==> src/rtl/priv_irq_pkg.sv <==
package priv_irq_pkg;
  typedef enum logic [1:0] {
    GRP_G0   = 2'd0,
    GRP_S1   = 2'd1,
    GRP_NS1  = 2'd2,
    GRP_RSVD = 2'd3
  } grp_e;

  function automatic grp_e cfg_group(input logic grp_bit, input logic mod_bit,
                                     input logic sec_dis);
    if (grp_bit)                 return GRP_NS1;
    else if (mod_bit && !sec_dis) return GRP_S1;
    else                         return GRP_G0;
  endfunction
endpackage

==> src/rtl/sgi_accept_filter.sv <==
module sgi_accept_filter
  import priv_irq_pkg::*;
#(
  parameter int NUM_SGI = 16,
  localparam int ID_W   = $clog2(NUM_SGI)
) (
  input  logic                 clk_i,
  input  logic                 rst_ni,
  input  logic                 req_i,
  input  logic [ID_W-1:0]      id_i,
  input  logic [1:0]           req_grp_i,
  input  logic                 ns_i,
  input  logic                 sec_dis_i,
  input  logic [NUM_SGI-1:0]   cfg_group_i,
  input  logic [NUM_SGI-1:0]   cfg_grpmod_i,
  input  logic [2*NUM_SGI-1:0] cfg_nsacc_i,
  output logic                 accept_o,
  output logic [NUM_SGI-1:0]   set_o
);
  grp_e       tgt_grp;
  grp_e       eff_grp;
  logic [1:0] acc_lvl;
  logic       grp_ok;
  logic       ns_ok;

  always_comb begin
    tgt_grp = cfg_group(cfg_group_i[id_i], cfg_grpmod_i[id_i], sec_dis_i);
    eff_grp = grp_e'(req_grp_i);
    // secure group 1 request downgrades onto a group 0 target
    if (eff_grp == GRP_S1 && tgt_grp == GRP_G0) eff_grp = GRP_G0;
    grp_ok  = (eff_grp == tgt_grp);
    acc_lvl = cfg_nsacc_i[{id_i, 1'b0} +: 2];
    ns_ok   = 1'b1;
    if (ns_i && !sec_dis_i) begin
      unique case (tgt_grp)
        GRP_G0:  ns_ok = (acc_lvl >= 2'd1);
        GRP_S1:  ns_ok = (acc_lvl >= 2'd2);
        default: ns_ok = 1'b1;
      endcase
    end
  end

  assign accept_o = req_i && grp_ok && ns_ok;

  always_comb begin
    set_o = '0;
    if (accept_o) set_o[id_i] = 1'b1;
  end

  p_set_onehot_r11: assert property (@(posedge clk_i) disable iff (!rst_ni)
    $onehot0(set_o));
  p_reserved_drop_r6: assert property (@(posedge clk_i) disable iff (!rst_ni)
    (req_i && req_grp_i == 2'd3) |-> !accept_o);
  p_ns_g0_zero_r7: assert property (@(posedge clk_i) disable iff (!rst_ni)
    (req_i && ns_i && !sec_dis_i && !cfg_group_i[id_i] && !cfg_grpmod_i[id_i]
     && cfg_nsacc_i[{id_i, 1'b0} +: 2] == 2'd0) |-> !accept_o);
endmodule

==> src/rtl/ppi_edge_detect.sv <==
module ppi_edge_detect #(
  parameter int NUM_PPI = 16
) (
  input  logic               clk_i,
  input  logic               rst_ni,
  input  logic [NUM_PPI-1:0] level_i,
  output logic [NUM_PPI-1:0] rise_o
);
  logic [NUM_PPI-1:0] prev_q;

  always_ff @(posedge clk_i or negedge rst_ni) begin
    if (!rst_ni) prev_q <= '0;
    else         prev_q <= level_i;
  end

  assign rise_o = level_i & ~prev_q;

  p_rise_needs_change_r3: assert property (@(posedge clk_i) disable iff (!rst_ni)
    $stable(level_i) |=> ((rise_o & $past(level_i)) == '0));
endmodule

==> src/rtl/pend_latch.sv <==
module pend_latch #(
  parameter int WIDTH = 32
) (
  input  logic             clk_i,
  input  logic             rst_ni,
  input  logic [WIDTH-1:0] set_i,
  input  logic [WIDTH-1:0] clr_i,
  output logic [WIDTH-1:0] q_o
);
  logic [WIDTH-1:0] q_q;

  always_ff @(posedge clk_i or negedge rst_ni) begin
    if (!rst_ni) q_q <= '0;
    else         q_q <= (q_q & ~clr_i) | set_i;  // set wins
  end

  assign q_o = q_q;

  p_set_wins_r9: assert property (@(posedge clk_i) disable iff (!rst_ni)
    (|set_i) |=> ((q_q & $past(set_i)) == $past(set_i)));
  p_clear_takes_r9: assert property (@(posedge clk_i) disable iff (!rst_ni)
    (|(clr_i & ~set_i)) |=> ((q_q & $past(clr_i & ~set_i)) == '0));
endmodule

==> src/rtl/priv_irq_pend.sv <==
module priv_irq_pend #(
  parameter int  NUM_SGI  = 16,
  parameter int  NUM_PPI  = 16,
  localparam int ID_W     = $clog2(NUM_SGI),
  localparam int NUM_IRQ  = NUM_SGI + NUM_PPI
) (
  input  logic                 clk_i,
  input  logic                 rst_ni,
  input  logic                 sec_dis_i,
  input  logic [NUM_SGI-1:0]   cfg_group_i,
  input  logic [NUM_SGI-1:0]   cfg_grpmod_i,
  input  logic [2*NUM_SGI-1:0] cfg_nsacc_i,
  input  logic [NUM_PPI-1:0]   cfg_edge_i,
  input  logic [NUM_PPI-1:0]   ppi_level_i,
  input  logic                 sgi_req_i,
  input  logic [ID_W-1:0]      sgi_id_i,
  input  logic [1:0]           sgi_grp_i,
  input  logic                 sgi_ns_i,
  input  logic [NUM_IRQ-1:0]   clr_mask_i,
  output logic [NUM_IRQ-1:0]   pend_o,
  output logic                 sgi_acc_o,
  output logic                 sgi_rej_o
);
  logic                 accept;
  logic [NUM_SGI-1:0]   sgi_set;
  logic [NUM_PPI-1:0]   rise;
  logic [NUM_PPI-1:0]   ppi_set;
  logic [NUM_IRQ-1:0]   latch_q;
  logic                 acc_q, rej_q;

  sgi_accept_filter #(.NUM_SGI(NUM_SGI)) u_filter (
    .clk_i        (clk_i),
    .rst_ni       (rst_ni),
    .req_i        (sgi_req_i),
    .id_i         (sgi_id_i),
    .req_grp_i    (sgi_grp_i),
    .ns_i         (sgi_ns_i),
    .sec_dis_i    (sec_dis_i),
    .cfg_group_i  (cfg_group_i),
    .cfg_grpmod_i (cfg_grpmod_i),
    .cfg_nsacc_i  (cfg_nsacc_i),
    .accept_o     (accept),
    .set_o        (sgi_set)
  );

  ppi_edge_detect #(.NUM_PPI(NUM_PPI)) u_edge (
    .clk_i   (clk_i),
    .rst_ni  (rst_ni),
    .level_i (ppi_level_i),
    .rise_o  (rise)
  );

  assign ppi_set = rise & cfg_edge_i;

  pend_latch #(.WIDTH(NUM_IRQ)) u_latch (
    .clk_i  (clk_i),
    .rst_ni (rst_ni),
    .set_i  ({ppi_set, sgi_set}),
    .clr_i  (clr_mask_i),
    .q_o    (latch_q)
  );

  always_ff @(posedge clk_i or negedge rst_ni) begin
    if (!rst_ni) begin
      acc_q <= 1'b0;
      rej_q <= 1'b0;
    end else begin
      acc_q <= sgi_req_i && accept;
      rej_q <= sgi_req_i && !accept;
    end
  end

  assign sgi_acc_o = acc_q;
  assign sgi_rej_o = rej_q;
  // level-sensitive lines bypass the latch
  assign pend_o    = latch_q | {ppi_level_i & ~cfg_edge_i, {NUM_SGI{1'b0}}};

  p_one_result_r4: assert property (@(posedge clk_i) disable iff (!rst_ni)
    !(sgi_acc_o && sgi_rej_o));
  p_result_follows_r4: assert property (@(posedge clk_i) disable iff (!rst_ni)
    sgi_req_i |=> (sgi_acc_o || sgi_rej_o));
  p_idle_quiet_r4: assert property (@(posedge clk_i) disable iff (!rst_ni)
    !sgi_req_i |=> !(sgi_acc_o || sgi_rej_o));
  p_acc_sets_r11: assert property (@(posedge clk_i) disable iff (!rst_ni)
    sgi_acc_o |-> latch_q[$past(sgi_id_i)]);
  p_rise_latches_r1: assert property (@(posedge clk_i) disable iff (!rst_ni)
    (|(rise & cfg_edge_i)) |=>
      ((latch_q[NUM_IRQ-1:NUM_SGI] & $past(rise & cfg_edge_i)) == $past(rise & cfg_edge_i)));
endmodule

==> config.mk <==
export PLATFORM = sky130hd
export DESIGN_NAME = priv_irq_pend
export DESIGN_NICKNAME = d
export VERILOG_FILES = /design/src/rtl/priv_irq_pkg.sv /design/src/rtl/sgi_accept_filter.sv /design/src/rtl/ppi_edge_detect.sv /design/src/rtl/pend_latch.sv /design/src/rtl/priv_irq_pend.sv
export SDC_FILE = /design/constraint.sdc
export NUM_CORES = 1
export LEC_CHECK = 0
export BUFFER_PORTS_ARGS = -buffer_cell sky130_fd_sc_hd__buf_2
export CAP_MARGIN = 20
export CORE_ASPECT_RATIO = 0.7
export CORE_MARGIN = 2
export CORE_UTILIZATION = 43
export CTS_CLUSTER_DIAMETER = 200
export DETAILED_ROUTE_END_ITERATION = 10
export PLACE_DENSITY = 0.9
export RECOVER_POWER = 50
export SLEW_MARGIN = 20
export SYNTH_ARGS = -nofsm -noshare
export SYNTH_HDL_FRONTEND = slang
export SYNTH_SLANG_ARGS = --single-unit
==> constraint.sdc <==
create_clock -name clk_i -period 0.8 [get_ports clk_i]
set_input_delay 0.12 -clock clk_i [delete_from_list [all_inputs] [get_ports clk_i]]
set_output_delay 0.12 -clock clk_i [all_outputs]
set_load 0.1 [all_outputs]
# Word level (Yosys, flattened, before mapping)
# Cells that the tools add are included.
[word_totals]
ff_bits = 50
inputBits = 139
output_inout_bits = 34
elab_cells = 44
[classes]
magnitude_cmp = 4
n_eq_ne = 3
shift = 1
n_mux = 12
bitwise_logic = 9
n_reduce_logical = 11
[op_table]
columns = ["operator", "n"]
rows = [
  ["$or A32 B32 Y32", 2],
  ["$and A16 B16 Y16", 3],
  ["$and A32 B32 Y32", 1],
  ["$not A16 Y16", 2],
  ["$not A32 Y32", 1],
  ["$shiftx A32 B6 Y2", 1],
  ["$mux W16", 1],
  ["$bmux W1 S4", 2],
  ["$logic_and A1 B1 Y1", 8],
  ["$lt A4 B5 Y1 const B", 1],
  ["$mux W1", 5],
  ["$demux W1 S4", 1],
  ["$eq A2 B1 Y1 const B", 2],
  ["$ge A4 B1 Y1 const B", 1],
  ["$mux W2", 2],
  ["$eq A2 B2 Y1", 1],
  ["$ge A2 B1 Y1 const B", 1],
  ["$ge A2 B2 Y1 const B", 1],
  ["$logic_not A1 Y1", 2],
  ["$logic_not A2 Y1", 1],
  ["$pmux W1 S2", 1],
]

# Depth between registers and ports, before layout
# Gate-level depths: netlist of the first run.
[depth]
depth_word = 13
ltp_mapped = 11
mapped_depth_nobuf = 6

# Modules after synthesis
# Synthesis of the first run repeated with hierarchy kept, for this count alone.
[hier_totals]
cells_unflattened = 286
hier_area_um2 = 3032.9
[by_module_without_submodules]
columns = ["module", "instances", "cells_each", "area_per_inst_um2", "seq_area_each_um2"]
rows = [
  ["pend_latch", 1, 96, 1161.1, 800.8],
  ["sgi_accept_filter", 1, 106, 905.9, 0.0],
  ["ppi_edge_detect", 1, 32, 620.6, 400.4],
  ["priv_irq_pend", 1, 52, 345.3, 50.0],
]

# Worst setup path after synthesis of the first run
# OpenSTA, ideal clock, no wires.
[synth_timing]
path_kind = "input port to output port"
from = "in ppi_level_i[0]"
to = "out pend_o[16]"
t_arrival_ps = 2253
required_time_ps = 680
setup_slack_ps = -1573
stages = 2
n_path_buf = 0
path_cell_list = "inv_1 o21ai_0"
[synth_between]
elab_chain_len = 2
[synth_rtl]
columns = ["element", "line_no", "text"]
rows = [
  ["start: declaration", "priv_irq_pend.sv:14", "input logic [NUM_PPI-1:0] ppi_level_i,"],
  ["$and A16 B16 Y16", "priv_irq_pend.sv:76", "assign pend_o = latch_q | {ppi_level_i & ~cfg_edge_i, {NUM_SGI{1'b0}}};"],
  ["$or A32 B32 Y32", "priv_irq_pend.sv:76", ""],
  ["end: declaration", "priv_irq_pend.sv:20", "output logic [NUM_IRQ-1:0] pend_o,"],
]
# Every way passes these cells.

# Worst setup path in the final report of the first run
[layout_timing]
from = "in sgi_id_i[0]"
to = "reg u_latch.q_q[7], in the netlist u_latch.q_o[7]"
[layout_between]
elab_chain_len = 13
elab_cells_between_ends = 26
cone_classes = "4 x order compare; 2 x eq/ne; 1 x shift; 12 x mux; 1 x bitwise; 6 x reduce/logical"
[layout_rtl]
columns = ["element", "line_no", "text"]
rows = [
  ["start: declaration", "priv_irq_pend.sv:16", "input logic [ID_W-1:0] sgi_id_i,"],
  ["$bmux W1 S4", "sgi_accept_filter.sv:27", "tgt_grp = cfg_group(cfg_group_i[id_i], cfg_grpmod_i[id_i], sec_dis_i);"],
  ["$mux W1 (implied by the code)", "sgi_accept_filter.sv:27", ""],
  ["$logic_and A1 B1 Y1", "priv_irq_pkg.sv:12", "else if (mod_bit && !sec_dis) return GRP_S1;"],
  ["$mux W1", "priv_irq_pkg.sv:12", ""],
  ["$mux W2", "priv_irq_pkg.sv:11", "if (grp_bit) return GRP_NS1;"],
  ["$logic_not A2 Y1", "sgi_accept_filter.sv:30, sgi_accept_filter.sv:35", ""],
  ["$logic_and A1 B1 Y1", "sgi_accept_filter.sv:30", "if (eff_grp == GRP_S1 && tgt_grp == GRP_G0) eff_grp = GRP_G0;"],
  ["$mux W2", "sgi_accept_filter.sv:30", ""],
  ["$eq A2 B2 Y1", "sgi_accept_filter.sv:31", "grp_ok = (eff_grp == tgt_grp);"],
  ["$logic_and A1 B1 Y1 (2 in a row)", "sgi_accept_filter.sv:43", "assign accept_o = req_i && grp_ok && ns_ok;"],
  ["$mux W16 (*)", "sgi_accept_filter.sv:47", "if (accept_o) set_o[id_i] = 1'b1;"],
  ["$or A32 B32 Y32 (*)", "pend_latch.sv:14", "else q_q <= (q_q & ~clr_i) | set_i;"],
  ["end signal: assignment", "pend_latch.sv:14", ""],
  ["end: declaration", "pend_latch.sv:10", "logic [WIDTH-1:0] q_q;"],
]
# Mark *: on every way between the ends. The rest lies on a longest branch, timed or not. The select of a mux whose other input is x is not followed.

==> flow_results.xml, run 1 <==
<?xml version="1.0" encoding="UTF-8"?>
<metrics>
  <group name="synth">
    <metric name="ys.warnings.count" unit="">0</metric>
    <metric name="synth_top_area_share" unit="%">46.6</metric>
    <metric name="synth-edff-count" unit="">0</metric>
    <metric name="synth.avg_cell_area" unit="µm²">9.90</metric>
    <metric name="synthDistinctLibCells" unit="">32</metric>
    <metric name="synth.top_cells.by_area" unit="">sky130_fd_sc_hd__dfrtp_1 47%, sky130_fd_sc_hd__mux4_2 7.6%, sky130_fd_sc_hd__o22ai_1 7.5%</metric>
    <metric name="synth_top_cells_by_count" unit="">50 x sky130_fd_sc_hd__dfrtp_1, 48 x sky130_fd_sc_hd__inv_1, 32 x sky130_fd_sc_hd__o22ai_1</metric>
    <metric name="post-synth-top-count-cell" unit="">sky130_fd_sc_hd__dfrtp_1</metric>
    <metric name="yosysSeqAreaShare" unit="%">46.6</metric>
    <metric name="synthesis.area" unit="µm²">2680</metric>
    <metric name="syn_nets" unit="">410</metric>
    <metric name="postSynth.asyncResetShare" unit="%">100</metric>
    <metric name="flop_and_latch_count_out_of_synthesis" unit="">50</metric>
    <metric name="synth_largest_area_cell" unit="">sky130_fd_sc_hd__dfrtp_1</metric>
    <metric name="synth_ff_type" unit="">sky130_fd_sc_hd__dfrtp_1</metric>
    <metric name="synth_cells" unit="">271</metric>
  </group>
  <group name="global_routing">
    <metric name="grt_max_degree" unit="">49</metric>
    <metric name="grt-ovfl-total" unit="">0</metric>
    <metric name="global_route.usage.total" unit="%">25.6</metric>
    <metric name="first_global_vias" unit="">3019</metric>
    <metric name="grt_pass1_wl" unit="µm">14200</metric>
    <metric name="grt_antenna_before_repair" unit="">0</metric>
  </group>
  <group name="outcome">
    <metric name="status" unit="">finished, violations left</metric>
    <metric name="failed_checks" unit="">negative setup slack</metric>
  </group>
  <group name="floorplan">
    <metric name="initial_utilization" unit="%">43.8</metric>
    <metric name="pin_count" unit="">173</metric>
    <metric name="fp-row-count" unit="">24</metric>
    <metric name="width_of_the_die" unit="µm">98.4</metric>
    <metric name="die_h" unit="µm">70.1</metric>
    <metric name="core_area" unit="µm²">6130</metric>
    <metric name="fp.dieArea" unit="µm²">6900</metric>
  </group>
  <group name="cells_and_area">
    <metric name="area_growth" unit="%">83.4</metric>
    <metric name="multi_input_comb_area" unit="µm²">1340</metric>
    <metric name="n_antenna_cell" unit="">0</metric>
    <metric name="fin_cells" unit="">563</metric>
    <metric name="post_route_cells_drive_above_1_share" unit="%">57.3</metric>
    <metric name="sequential_cell_area" unit="µm²">1250</metric>
    <metric name="post_route_cell_area" unit="µm²">4920</metric>
    <metric name="fillCellCount" unit="">407</metric>
    <metric name="finalNetCount" unit="">623</metric>
  </group>
  <group name="timing">
    <metric name="rsz0062_at_grt" unit="">yes</metric>
    <metric name="highest_clock_rate" unit="GHz">0.604</metric>
    <metric name="maxSlewHeadroom" unit="%">79.4</metric>
    <metric name="report.final.setup_viol" unit="">55</metric>
    <metric name="report.final.slew_viol_count" unit="">0</metric>
    <metric name="fin_ws" unit="ps">-856</metric>
    <metric name="finalHoldViolations" unit="">0</metric>
    <metric name="final.period_utilization" unit="%">207</metric>
    <metric name="finClkSkew" unit="ps">0.523</metric>
    <metric name="worst_pin_slew" unit="ps">308</metric>
    <metric name="timing.final.crit_period" unit="ps">1660</metric>
  </group>
  <group name="placement">
    <metric name="placedInstanceArea" unit="µm²">4350</metric>
    <metric name="placement.io_buffers" unit="">172</metric>
    <metric name="last_weighted_congestion_value_of_the_routability_driven_placer" unit="">0.891</metric>
    <metric name="total_placed_cells_including_tap_cells" unit="">514</metric>
    <metric name="place.detailed.hpwl" unit="µm">6800</metric>
  </group>
  <group name="detailed_routing">
    <metric name="post_drt_wl_per_cell" unit="µm">16.7</metric>
    <metric name="vias_per_cell" unit="">5.12</metric>
    <metric name="drt_wl_total" unit="µm">9380</metric>
    <metric name="antenna_left" unit="">0</metric>
    <metric name="vias" unit="">2884</metric>
    <metric name="post-route-drc-count" unit="">0</metric>
    <metric name="first_iter_violations" unit="">160</metric>
    <metric name="detailedRoute.firstPassIterationCount" unit="">4</metric>
  </group>
  <group name="clocking">
    <metric name="cts_max_path_buffers" unit="">2</metric>
    <metric name="cts-htree-levels" unit="">2</metric>
    <metric name="worst_skew_pair.late_latency" unit="ps">290</metric>
    <metric name="clk_transition_reported_paths" unit="ps">90</metric>
    <metric name="tritoncts" unit="">built</metric>
    <metric name="clock-sinks" unit="">50</metric>
    <metric name="clock_tree.root_cell" unit="">sky130_fd_sc_hd__clkbuf_8</metric>
    <metric name="number_of_buffers_inserted_during_clock_tree_synthesis" unit="">5</metric>
  </group>
  <group name="power">
    <metric name="fin_total_pwr" unit="mW">7.30</metric>
    <metric name="maximum_resistive_drop_on_vdd" unit="µV">1160</metric>
    <metric name="power-per-cell-area" unit="nW/µm²">1480</metric>
    <metric name="power_leakage" unit="nW">2.30</metric>
  </group>
  <group name="worst_setup_path">
    <metric name="cp.buffers_inverters" unit="">2</metric>
    <metric name="crit_chain" unit="">buf_12 -&gt; mux4_2 -&gt; a22o_1 -&gt; a211o_1 -&gt; a311o_1 -&gt; buf_6 -&gt; nand4_1 -&gt; o22ai_1</metric>
    <metric name="setup.worst_path.end_class" unit="">flip-flop</metric>
    <metric name="critical_path_peak_fanout" unit="">10</metric>
    <metric name="rr_worst_depth" unit="">4</metric>
    <metric name="critPathTopFamily" unit="">compound AO/OA/AOI/OAI gates</metric>
    <metric name="criticalPathCategory" unit="">in -&gt; reg</metric>
    <metric name="crit_arrival" unit="ps">1830</metric>
    <metric name="cp_slowest_cell" unit="">sky130_fd_sc_hd__mux4_2</metric>
    <metric name="critPathMaxStageDelay" unit="ps">500</metric>
    <metric name="start_kind" unit="">input port</metric>
    <metric name="crit_required" unit="ps">970</metric>
    <metric name="critical_path.reg2reg.endpoint" unit="">u_latch.q_o[1]</metric>
    <metric name="critical_path_depth" unit="">8</metric>
    <metric name="cp-startpoint" unit="">sgi_id_i[0]</metric>
    <metric name="r2r_slack" unit="ps">-130</metric>
    <metric name="endpoint" unit="">u_latch.q_o[7]</metric>
    <metric name="reg2reg_from" unit="">u_latch.q_o[1]</metric>
  </group>
  <group name="job">
    <metric name="cap_viol_max_count" unit="">0</metric>
  </group>
  <group name="worst_hold_path">
    <metric name="hold_path_depth" unit="">2</metric>
    <metric name="min_path_type" unit="">in -&gt; reg</metric>
  </group>
</metrics>
[metal layers]
| metal | up-vias | track usage (%) | wire length, µm |
|---|---|---|---|
| li1 | 1355 | - | - |
| met1 | 1393 | 31.6 | 3510 |
| met2 | 120 | 46.0 | 5090 |
| met3 | 16 | 5.31 | 599 |
| met4 | 0 | 6.70 | 180 |
| met5 | - | 0 | 0 |
[worst min-delay path by stage]
stage / startpoint / to
2_1_floorplan: rst_ni / sgi_acc_o
3_3_place_gp: rst_ni / u_edge.prev_q[9]
3_5_place_dp: rst_ni / u_edge.prev_q[9]
4_1_cts: clr_mask_i[26] / u_latch.q_o[26]
5_1_grt: clr_mask_i[9] / u_latch.q_o[9]
6_report: clr_mask_i[26] / u_latch.q_o[26]
[state kept, by name (all words and copies together), names as in the netlist]
name,count
sgi_acc_o,1
u_edge.prev_q,16
u_latch.q_o,32
sgi_rej_o,1
[per-stage QoR]
step | setup WS, ps | setup TNS [ps] | hold WS [ps] | util (%)
2_1_floorplan | -1120 | -20000 | -176 | -
5_1_grt | -882 | -25270 | 3.26 | 80.3
6_report | -856 | -23390 | 10.3 | 80.3
3_5_place_dp | -1370 | -24480 | -72.7 | 70.9
4_1_cts | -847 | -23230 | 0.930 | 78.0
3_3_place_gp | -1280 | -22740 | -73.4 | 70.9
[where the power goes]
group	total [mW]	switching (mW)	internal, mW
clock network	1.70	0.766	0.936
logic	2.86	1.62	1.24
registers	2.73	0.0738	2.66
[timing repair]
item | in CTS | in global routing
hold endpoints to repair | 70 | 3
hold buffers | 21 | 3
gates resized for setup | 25 | 17
pin swaps | 1 | 5
setup endpoints to repair | 52 | 55
setup buffers | 11 | 6
[logic make-up (layout without fill, tap and decap cells)]
family	Yosys count	after routing	synth area share, %
buffers and inverters	74	288	13.7
AND/OR/NAND/NOR	64	64	11.9
flip-flops	50	50	46.6
multiplexers	21	21	13.2
AO/OA/AOI/OAI	62	62	14.5
[cells in the final DEF, fill, tap and decap left out, types with 2 or more instances in the layout]
cell                            instances
sky130_fd_sc_hd__a21oi_1                2
sky130_fd_sc_hd__a22oi_1                3
sky130_fd_sc_hd__and2_1                 3
sky130_fd_sc_hd__and3_1                 2
sky130_fd_sc_hd__buf_12                38
sky130_fd_sc_hd__buf_2                121
sky130_fd_sc_hd__buf_4                 24
sky130_fd_sc_hd__buf_6                  8
sky130_fd_sc_hd__clkbuf_1              18
sky130_fd_sc_hd__clkbuf_8               5
sky130_fd_sc_hd__dfrtp_1               48
sky130_fd_sc_hd__dfrtp_2                2
sky130_fd_sc_hd__dlygate4sd3_1         24
sky130_fd_sc_hd__inv_1                 17
sky130_fd_sc_hd__inv_2                 31
sky130_fd_sc_hd__mux2i_1               10
sky130_fd_sc_hd__mux4_2                10
sky130_fd_sc_hd__nand2_1               21
sky130_fd_sc_hd__nand3_1                8
sky130_fd_sc_hd__nand3_2               10
sky130_fd_sc_hd__nand3b_1               2
sky130_fd_sc_hd__nand4_1                4
sky130_fd_sc_hd__nor2_1                 4
sky130_fd_sc_hd__nor2b_1                7
sky130_fd_sc_hd__o21ai_4               15
sky130_fd_sc_hd__o22ai_1               25
sky130_fd_sc_hd__o22ai_2                7
[cell type report]
cell class	instances	area share [%]
Timing Repair Buffer	232	39.5
Multi-Input combinational cell	147	27.2
Sequential cell	50	25.5
Inverter	48	3.66
Tap cell	78	1.98
Clock buffer	7	1.55
Clock inverter	1	0.610
[worst register-to-register path, stage by stage (launching register included)]
cell and delay, ps:
sky130_fd_sc_hd__dfrtp_1 410, sky130_fd_sc_hd__buf_4 140, sky130_fd_sc_hd__buf_4 130, sky130_fd_sc_hd__inv_1 50, sky130_fd_sc_hd__o22ai_1 80
No activity file was read; power rests on OpenSTA's default activity.
==> run 2: changes to the inputs <==
Settings changed: CORE_UTILIZATION 43 to 40, GPL_ROUTABILITY_DRIVEN from default to 0, PLACE_DENSITY 0.9 to 0.85.
==> flow_results.xml, run 2 (synthesis gave the netlist of run 1 again) <==
<?xml version="1.0" encoding="UTF-8"?>
<metrics>
  <group name="timing">
    <metric name="finClkSkew" unit="ps">7.97</metric>
    <metric name="timing.final.crit_period" unit="ps">1680</metric>
    <metric name="rsz0062_at_grt" unit="">yes</metric>
    <metric name="finalHoldViolations" unit="">0</metric>
    <metric name="final.period_utilization" unit="%">210</metric>
    <metric name="fin_ws" unit="ps">-884</metric>
    <metric name="report.final.setup_viol" unit="">53</metric>
    <metric name="report.final.slew_viol_count" unit="">0</metric>
    <metric name="maxSlewHeadroom" unit="%">76.3</metric>
    <metric name="setup_tns_final" unit="ps">-23970</metric>
    <metric name="highest_clock_rate" unit="GHz">0.594</metric>
    <metric name="worst_pin_slew" unit="ps">356</metric>
  </group>
  <group name="worst_setup_path">
    <metric name="criticalPathCategory" unit="">in -&gt; reg</metric>
    <metric name="start_kind" unit="">input port</metric>
    <metric name="crit_required" unit="ps">990</metric>
    <metric name="crit_arrival" unit="ps">1870</metric>
    <metric name="setup.worst_path.end_class" unit="">flip-flop</metric>
    <metric name="critical_path_peak_fanout" unit="">18</metric>
  </group>
  <group name="global_routing">
    <metric name="grt-ovfl-total" unit="">0</metric>
    <metric name="first_global_vias" unit="">3198</metric>
    <metric name="grt_pass1_wl" unit="µm">14600</metric>
    <metric name="grt_antenna_before_repair" unit="">0</metric>
    <metric name="global_route.usage.total" unit="%">25.6</metric>
    <metric name="grt_max_degree" unit="">27</metric>
  </group>
  <group name="job">
    <metric name="cap_viol_max_count" unit="">0</metric>
  </group>
  <group name="cells_and_area">
    <metric name="layout.cells.most_common" unit="">sky130_fd_sc_hd__buf_2</metric>
    <metric name="finalNetCount" unit="">651</metric>
    <metric name="multi_input_comb_area" unit="µm²">1360</metric>
    <metric name="post_route_cells_drive_above_1_share" unit="%">58.3</metric>
    <metric name="layout_common_cells" unit="">125 x sky130_fd_sc_hd__buf_2, 48 x sky130_fd_sc_hd__dfrtp_1, 39 x sky130_fd_sc_hd__buf_12</metric>
    <metric name="sequential_cell_area" unit="µm²">1250</metric>
    <metric name="post_route_cell_area" unit="µm²">5230</metric>
    <metric name="n_antenna_cell" unit="">0</metric>
    <metric name="area_growth" unit="%">94.8</metric>
    <metric name="fillCellCount" unit="">405</metric>
    <metric name="largest_reg_flops" unit="">32</metric>
  </group>
  <group name="floorplan">
    <metric name="core_area" unit="µm²">6370</metric>
    <metric name="width_of_the_die" unit="µm">102</metric>
    <metric name="pin_count" unit="">173</metric>
    <metric name="fp-row-count" unit="">24</metric>
    <metric name="fp.dieArea" unit="µm²">7390</metric>
    <metric name="initial_utilization" unit="%">42.1</metric>
    <metric name="die_h" unit="µm">72.5</metric>
  </group>
  <group name="clocking">
    <metric name="clock-sinks" unit="">50</metric>
    <metric name="clock_tree.root_cell" unit="">sky130_fd_sc_hd__clkbuf_8</metric>
    <metric name="cts-htree-levels" unit="">2</metric>
    <metric name="tritoncts" unit="">built</metric>
    <metric name="worst_skew_pair.late_latency" unit="ps">300</metric>
    <metric name="number_of_buffers_inserted_during_clock_tree_synthesis" unit="">5</metric>
    <metric name="clk_transition_reported_paths" unit="ps">90</metric>
    <metric name="cts_max_path_buffers" unit="">2</metric>
  </group>
  <group name="placement">
    <metric name="placement.io_buffers" unit="">172</metric>
    <metric name="worst_setup_slack_post_dpl" unit="ps">-1420</metric>
    <metric name="placedInstanceArea" unit="µm²">4430</metric>
    <metric name="place.detailed.hpwl" unit="µm">6990</metric>
  </group>
  <group name="detailed_routing">
    <metric name="post_drt_wl_per_cell" unit="µm">15.8</metric>
    <metric name="detailedRoute.firstPassIterationCount" unit="">5</metric>
    <metric name="drt_wl_total" unit="µm">9570</metric>
    <metric name="antenna_left" unit="">0</metric>
    <metric name="vias" unit="">2979</metric>
    <metric name="post-route-drc-count" unit="">0</metric>
    <metric name="vias_per_cell" unit="">4.93</metric>
    <metric name="first_iter_violations" unit="">101</metric>
  </group>
  <group name="power">
    <metric name="maximum_resistive_drop_on_vdd" unit="µV">1020</metric>
    <metric name="fin_total_pwr" unit="mW">7.50</metric>
    <metric name="power_leakage" unit="nW">2.45</metric>
    <metric name="power-per-cell-area" unit="nW/µm²">1430</metric>
  </group>
  <group name="outcome">
    <metric name="status" unit="">finished, violations left</metric>
    <metric name="failed_checks" unit="">negative setup slack</metric>
  </group>
  <group name="worst_hold_path">
    <metric name="min_path_type" unit="">in -&gt; reg</metric>
  </group>
</metrics>
[run 2: cell count changes in the layout (fill, tap and decap cells not counted), sizes merged]
cell         change
clkinvlp         +1
o21a             +1
buf             +16
dlygate4sd3     +14
clkbuf           -4
[run 2: layout make-up]
cell class / instances / area share (%)
timing repair buffer: 259 / 42.2
multi-input combinational: 148 / 26.0
sequential: 50 / 24.0
inverter: 48 / 3.45
tap: 91 / 2.18
clock buffer: 6 / 1.39
clock inverter: 2 / 0.718
[run 2: path summary, 6_finish.rpt]
| path | start | endpoint | slack (ps) | depth (start not counted) |
|---|---|---|---|---|
| min in group asynchronous | rst_ni | u_latch.q_o[22] | 390 | 3 |
| worst max register to register | u_latch.q_o[12] | u_latch.q_o[12] | -110 | 4 |
| max in group asynchronous | rst_ni | u_edge.prev_q[5] | 100 | 3 |
| worst min-delay path | clr_mask_i[13] | u_latch.q_o[13] | 5 | 2 |
| worst max-delay path | sgi_id_i[0] | u_latch.q_o[15] | -880 | 8 |
| worst min register to register | u_edge.prev_q[7] | u_latch.q_o[23] | 430 | 1 |
[run 2: timing repair]
item                                    4_1_cts  5_1_grt
buffers inserted                             13       15
endpoints found under the setup margin       52       56
gates cloned                                  0        1
hold endpoints to repair                     87        0
pin swaps                                     0        8
resized for setup                            24       19
hold buffers                                 38        0
[run 2: through the flow]
stage | hold WS, ps | util [%] | instances
finish | 4.55 | 82.1 | 604
floorplan | -176 | - | 271
detailed placement | 91.1 | 69.6 | 531
global placement | 81.8 | 69.6 | 531
CTS | 0.541 | 79.3 | 590
global route | 4.25 | 82.1 | 604
[run 2: report_power, final]
| group | leakage (nW) | switching, mW | internal, mW |
|---|---|---|---|
| clock | 0.0514 | 0.832 | 0.934 |
| sequential | 0.640 | 0.0752 | 2.66 |
| combinational | 1.76 | 1.64 | 1.36 |
| total | 2.45 | 2.55 | 4.95 |
[run 2: layer usage]
metal / part of all wire (%) / vias to the layer above / GRT usage, %
met2: 53 / 123 / 46.6
met4: 2.6 / 0 / 8.00
met1: 38 / 1422 / 29.4
li1: - / 1410 / -
met5: 0 / - / 0
met3: 6.3 / 24 / 7.13
[run 2: critical path: stages]
cell and delay (ps):
sky130_fd_sc_hd__buf_12 110, sky130_fd_sc_hd__mux4_2 500, sky130_fd_sc_hd__a22o_1 230, sky130_fd_sc_hd__a211o_1 230, sky130_fd_sc_hd__a311o_1 310, sky130_fd_sc_hd__buf_12 170, sky130_fd_sc_hd__nand4_1 120, sky130_fd_sc_hd__o22ai_1 90
==> run 3: changes to the inputs <==
--- a/config.mk
+++ b/config.mk
@@ -7,12 +7,14 @@
 export LEC_CHECK = 0
 export BUFFER_PORTS_ARGS = -buffer_cell sky130_fd_sc_hd__buf_2
-export CAP_MARGIN = 20
+export CAP_MARGIN = 25
+export CELL_PAD_IN_SITES_DETAIL_PLACEMENT = 1
+export CELL_PAD_IN_SITES_GLOBAL_PLACEMENT = 2
 export CORE_ASPECT_RATIO = 0.7
 export CORE_MARGIN = 2
-export CORE_UTILIZATION = 40
+export CORE_UTILIZATION = 23
 export CTS_CLUSTER_DIAMETER = 200
 export DETAILED_ROUTE_END_ITERATION = 10
 export GPL_ROUTABILITY_DRIVEN = 0
-export PLACE_DENSITY = 0.85
+export PLACE_DENSITY = 0.89
 export RECOVER_POWER = 50
 export SLEW_MARGIN = 20
==> constraint.sdc (replaced) <==
create_clock -name clk_i -period 0.8 [get_ports clk_i]
set_input_delay 0.04 -clock clk_i [delete_from_list [all_inputs] [get_ports clk_i]]
set_output_delay 0.04 -clock clk_i [all_outputs]
set_load 0.1 [all_outputs]
==> flow_results.xml, run 3 (synthesis gave the netlist of run 1 again) <==
<?xml version="1.0" encoding="UTF-8"?>
<metrics>
  <group name="floorplan">
    <metric name="pin_count" unit="">173</metric>
    <metric name="core_area" unit="µm²">11200</metric>
    <metric name="fp-row-count" unit="">32</metric>
    <metric name="width_of_the_die" unit="µm">133</metric>
    <metric name="fp.dieArea" unit="µm²">12600</metric>
    <metric name="die_h" unit="µm">94.4</metric>
    <metric name="initial_utilization" unit="%">24.0</metric>
  </group>
  <group name="clocking">
    <metric name="cts-htree-levels" unit="">2</metric>
    <metric name="cts_max_path_buffers" unit="">2</metric>
    <metric name="clk_transition_reported_paths" unit="ps">70</metric>
    <metric name="worst_skew_pair.late_latency" unit="ps">280</metric>
    <metric name="number_of_buffers_inserted_during_clock_tree_synthesis" unit="">5</metric>
    <metric name="tritoncts" unit="">built</metric>
    <metric name="clock-sinks" unit="">50</metric>
    <metric name="clock_tree.root_cell" unit="">sky130_fd_sc_hd__clkbuf_16</metric>
  </group>
  <group name="global_routing">
    <metric name="grt.met2_usage" unit="%">31.0</metric>
    <metric name="global_route.usage.met3" unit="%">5.80</metric>
    <metric name="grt_antenna_before_repair" unit="">0</metric>
    <metric name="grt_pass1_wl" unit="µm">16500</metric>
    <metric name="grt-ovfl-total" unit="">0</metric>
    <metric name="global_route.usage.met1" unit="%">18.7</metric>
    <metric name="grt_max_degree" unit="">51</metric>
    <metric name="first_global_vias" unit="">3296</metric>
    <metric name="layer_carrying_the_most_global_route_usage" unit="">met2</metric>
    <metric name="global_route.usage.total" unit="%">16.5</metric>
  </group>
  <group name="detailed_routing">
    <metric name="drt_wl_total" unit="µm">10700</metric>
    <metric name="antenna_left" unit="">0</metric>
    <metric name="post_drt_wl_per_cell" unit="µm">16.2</metric>
    <metric name="vias" unit="">2923</metric>
    <metric name="vias_per_cell" unit="">4.43</metric>
    <metric name="first_iter_violations" unit="">92</metric>
    <metric name="detailedRoute.firstPassIterationCount" unit="">4</metric>
    <metric name="post-route-drc-count" unit="">0</metric>
  </group>
  <group name="worst_setup_path">
    <metric name="setup.worst_path.end_class" unit="">flip-flop</metric>
    <metric name="crit_required" unit="ps">960</metric>
    <metric name="r2r_slack" unit="ps">-80</metric>
    <metric name="critical_path.reg2reg.endpoint" unit="">u_latch.q_o[18]</metric>
    <metric name="cp-startpoint" unit="">sgi_id_i[0]</metric>
    <metric name="crit_arrival" unit="ps">1760</metric>
    <metric name="endpoint" unit="">u_latch.q_o[11]</metric>
    <metric name="rr_worst_depth" unit="">4</metric>
    <metric name="criticalPathCategory" unit="">in -&gt; reg</metric>
    <metric name="reg2reg_from" unit="">u_latch.q_o[18]</metric>
    <metric name="start_kind" unit="">input port</metric>
    <metric name="critical_path_peak_fanout" unit="">18</metric>
  </group>
  <group name="power">
    <metric name="maximum_resistive_drop_on_vdd" unit="µV">845</metric>
    <metric name="fin_total_pwr" unit="mW">8.19</metric>
    <metric name="power-per-cell-area" unit="nW/µm²">1530</metric>
    <metric name="swShare" unit="%">32.3</metric>
    <metric name="power_leakage" unit="nW">2.44</metric>
    <metric name="netSwitchingPower" unit="mW">2.65</metric>
    <metric name="fraction_of_power_consumed_by_combinational_cells" unit="%">36.4</metric>
    <metric name="seqPwrFrac" unit="%">33.4</metric>
    <metric name="p_int" unit="mW">5.54</metric>
    <metric name="share_clk_of_total_power" unit="%">30.2</metric>
  </group>
  <group name="timing">
    <metric name="worst_pin_slew" unit="ps">478</metric>
    <metric name="report.final.setup_viol" unit="">54</metric>
    <metric name="timing.final.crit_period" unit="ps">1600</metric>
    <metric name="maxSlewHeadroom" unit="%">68.1</metric>
    <metric name="rsz0062_at_grt" unit="">yes</metric>
    <metric name="finClkSkew" unit="ps">2.41</metric>
    <metric name="final.period_utilization" unit="%">200</metric>
    <metric name="setup_tns_final" unit="ps">-19180</metric>
    <metric name="report.final.slew_viol_count" unit="">0</metric>
    <metric name="highest_clock_rate" unit="GHz">0.626</metric>
    <metric name="fin_ws" unit="ps">-796</metric>
    <metric name="finalHoldViolations" unit="">0</metric>
  </group>
  <group name="placement">
    <metric name="place.detailed.hpwl" unit="µm">7630</metric>
    <metric name="placedInstanceArea" unit="µm²">4440</metric>
    <metric name="placement.io_buffers" unit="">172</metric>
    <metric name="total_placed_cells_including_tap_cells" unit="">586</metric>
  </group>
  <group name="cells_and_area">
    <metric name="post_route_cell_area" unit="µm²">5340</metric>
    <metric name="fillCellCount" unit="">1252</metric>
    <metric name="post_route_cells_drive_above_1_share" unit="%">52.1</metric>
    <metric name="fin_cells" unit="">660</metric>
    <metric name="largest_reg_flops" unit="">32</metric>
    <metric name="n_antenna_cell" unit="">0</metric>
    <metric name="finalNetCount" unit="">646</metric>
    <metric name="layout.cells.most_common" unit="">sky130_fd_sc_hd__buf_2</metric>
    <metric name="area_growth" unit="%">99.0</metric>
    <metric name="layout_common_cells" unit="">120 x sky130_fd_sc_hd__buf_2, 50 x sky130_fd_sc_hd__dlygate4sd3_1, 48 x sky130_fd_sc_hd__dfrtp_1</metric>
  </group>
  <group name="outcome">
    <metric name="failed_checks" unit="">negative setup slack</metric>
    <metric name="status" unit="">finished, violations left</metric>
  </group>
  <group name="job">
    <metric name="cap_viol_max_count" unit="">0</metric>
  </group>
  <group name="worst_hold_path">
    <metric name="min_path_type" unit="">in -&gt; reg</metric>
  </group>
</metrics>
-- run 3: worst max-delay path: stages --
cell and delay [ps]:
sky130_fd_sc_hd__buf_12 110, sky130_fd_sc_hd__mux4_2 490, sky130_fd_sc_hd__a22o_1 220, sky130_fd_sc_hd__a211o_1 240, sky130_fd_sc_hd__a311o_1 310, sky130_fd_sc_hd__buf_12 170, sky130_fd_sc_hd__nand4_1 90, sky130_fd_sc_hd__o22ai_1 80
-- run 3: cell type report --
cell class	count	area, µm²	area share [%]
flip-flops and latches	50	1250	23.5
clock buffers	6	139	2.60
inverters	48	180	3.38
well taps	153	191	3.59
repair buffers	254	2170	40.7
multi-input cells	148	1370	25.7
clock inverters	1	30.0	0.563
-- run 3: worst min path at each step --
stage / startpoint / end / slack, ps / cells after the start
after floorplan: rst_ni / sgi_acc_o / -260 / 0
after global placement: rst_ni / u_latch.q_o[25] / 50 / 2
after detailed placement: rst_ni / u_edge.prev_q[12] / 60 / 2
after CTS: ppi_level_i[6] / u_latch.q_o[22] / 3 / 3
after global routing: ppi_level_i[6] / u_latch.q_o[22] / 7 / 3
final: ppi_level_i[9] / u_latch.q_o[25] / 0.6 / 3
-- run 3: layer usage --
metal,vias up,share of wire [%]
li1,1400,-
met1,1426,39
met2,85,53
met3,12,6.5
met4,0,0.98
met5,-,0
-- run 3: what timing repair did --
action | CTS | global route
hold endpoints to repair | 98 | 0
setup endpoints to repair | 52 | 56
pin swaps | 0 | 7
hold buffers | 50 | 0
resized for setup | 24 | 18
setup buffers | 11 | 7
gates cloned | 0 | 1
-- run 3: power groups by stage --
stage / sequential, mW / combinational, mW / clock (mW)
floorplan: 2.81 / 1.45 / 0
global placement: 2.76 / 2.55 / 0
detailed placement: 2.77 / 2.61 / 0
CTS: 2.73 / 2.89 / 2.56
global route: 2.74 / 3.15 / 2.66
finish: 2.73 / 2.98 / 2.47
-- run 3: stage by stage --
| stage | hold WS, ps | util [%] | worst slack [ps] |
|---|---|---|---|
| after floorplan | -256 | - | -1040 |
| final | 0.553 | 47.8 | -796 |
| after global routing | 7.35 | 47.8 | -857 |
| after detailed placement | 55.6 | 39.8 | -1370 |
| after global placement | 47.8 | 39.8 | -1290 |
| after CTS | 3.01 | 46.8 | -803 |
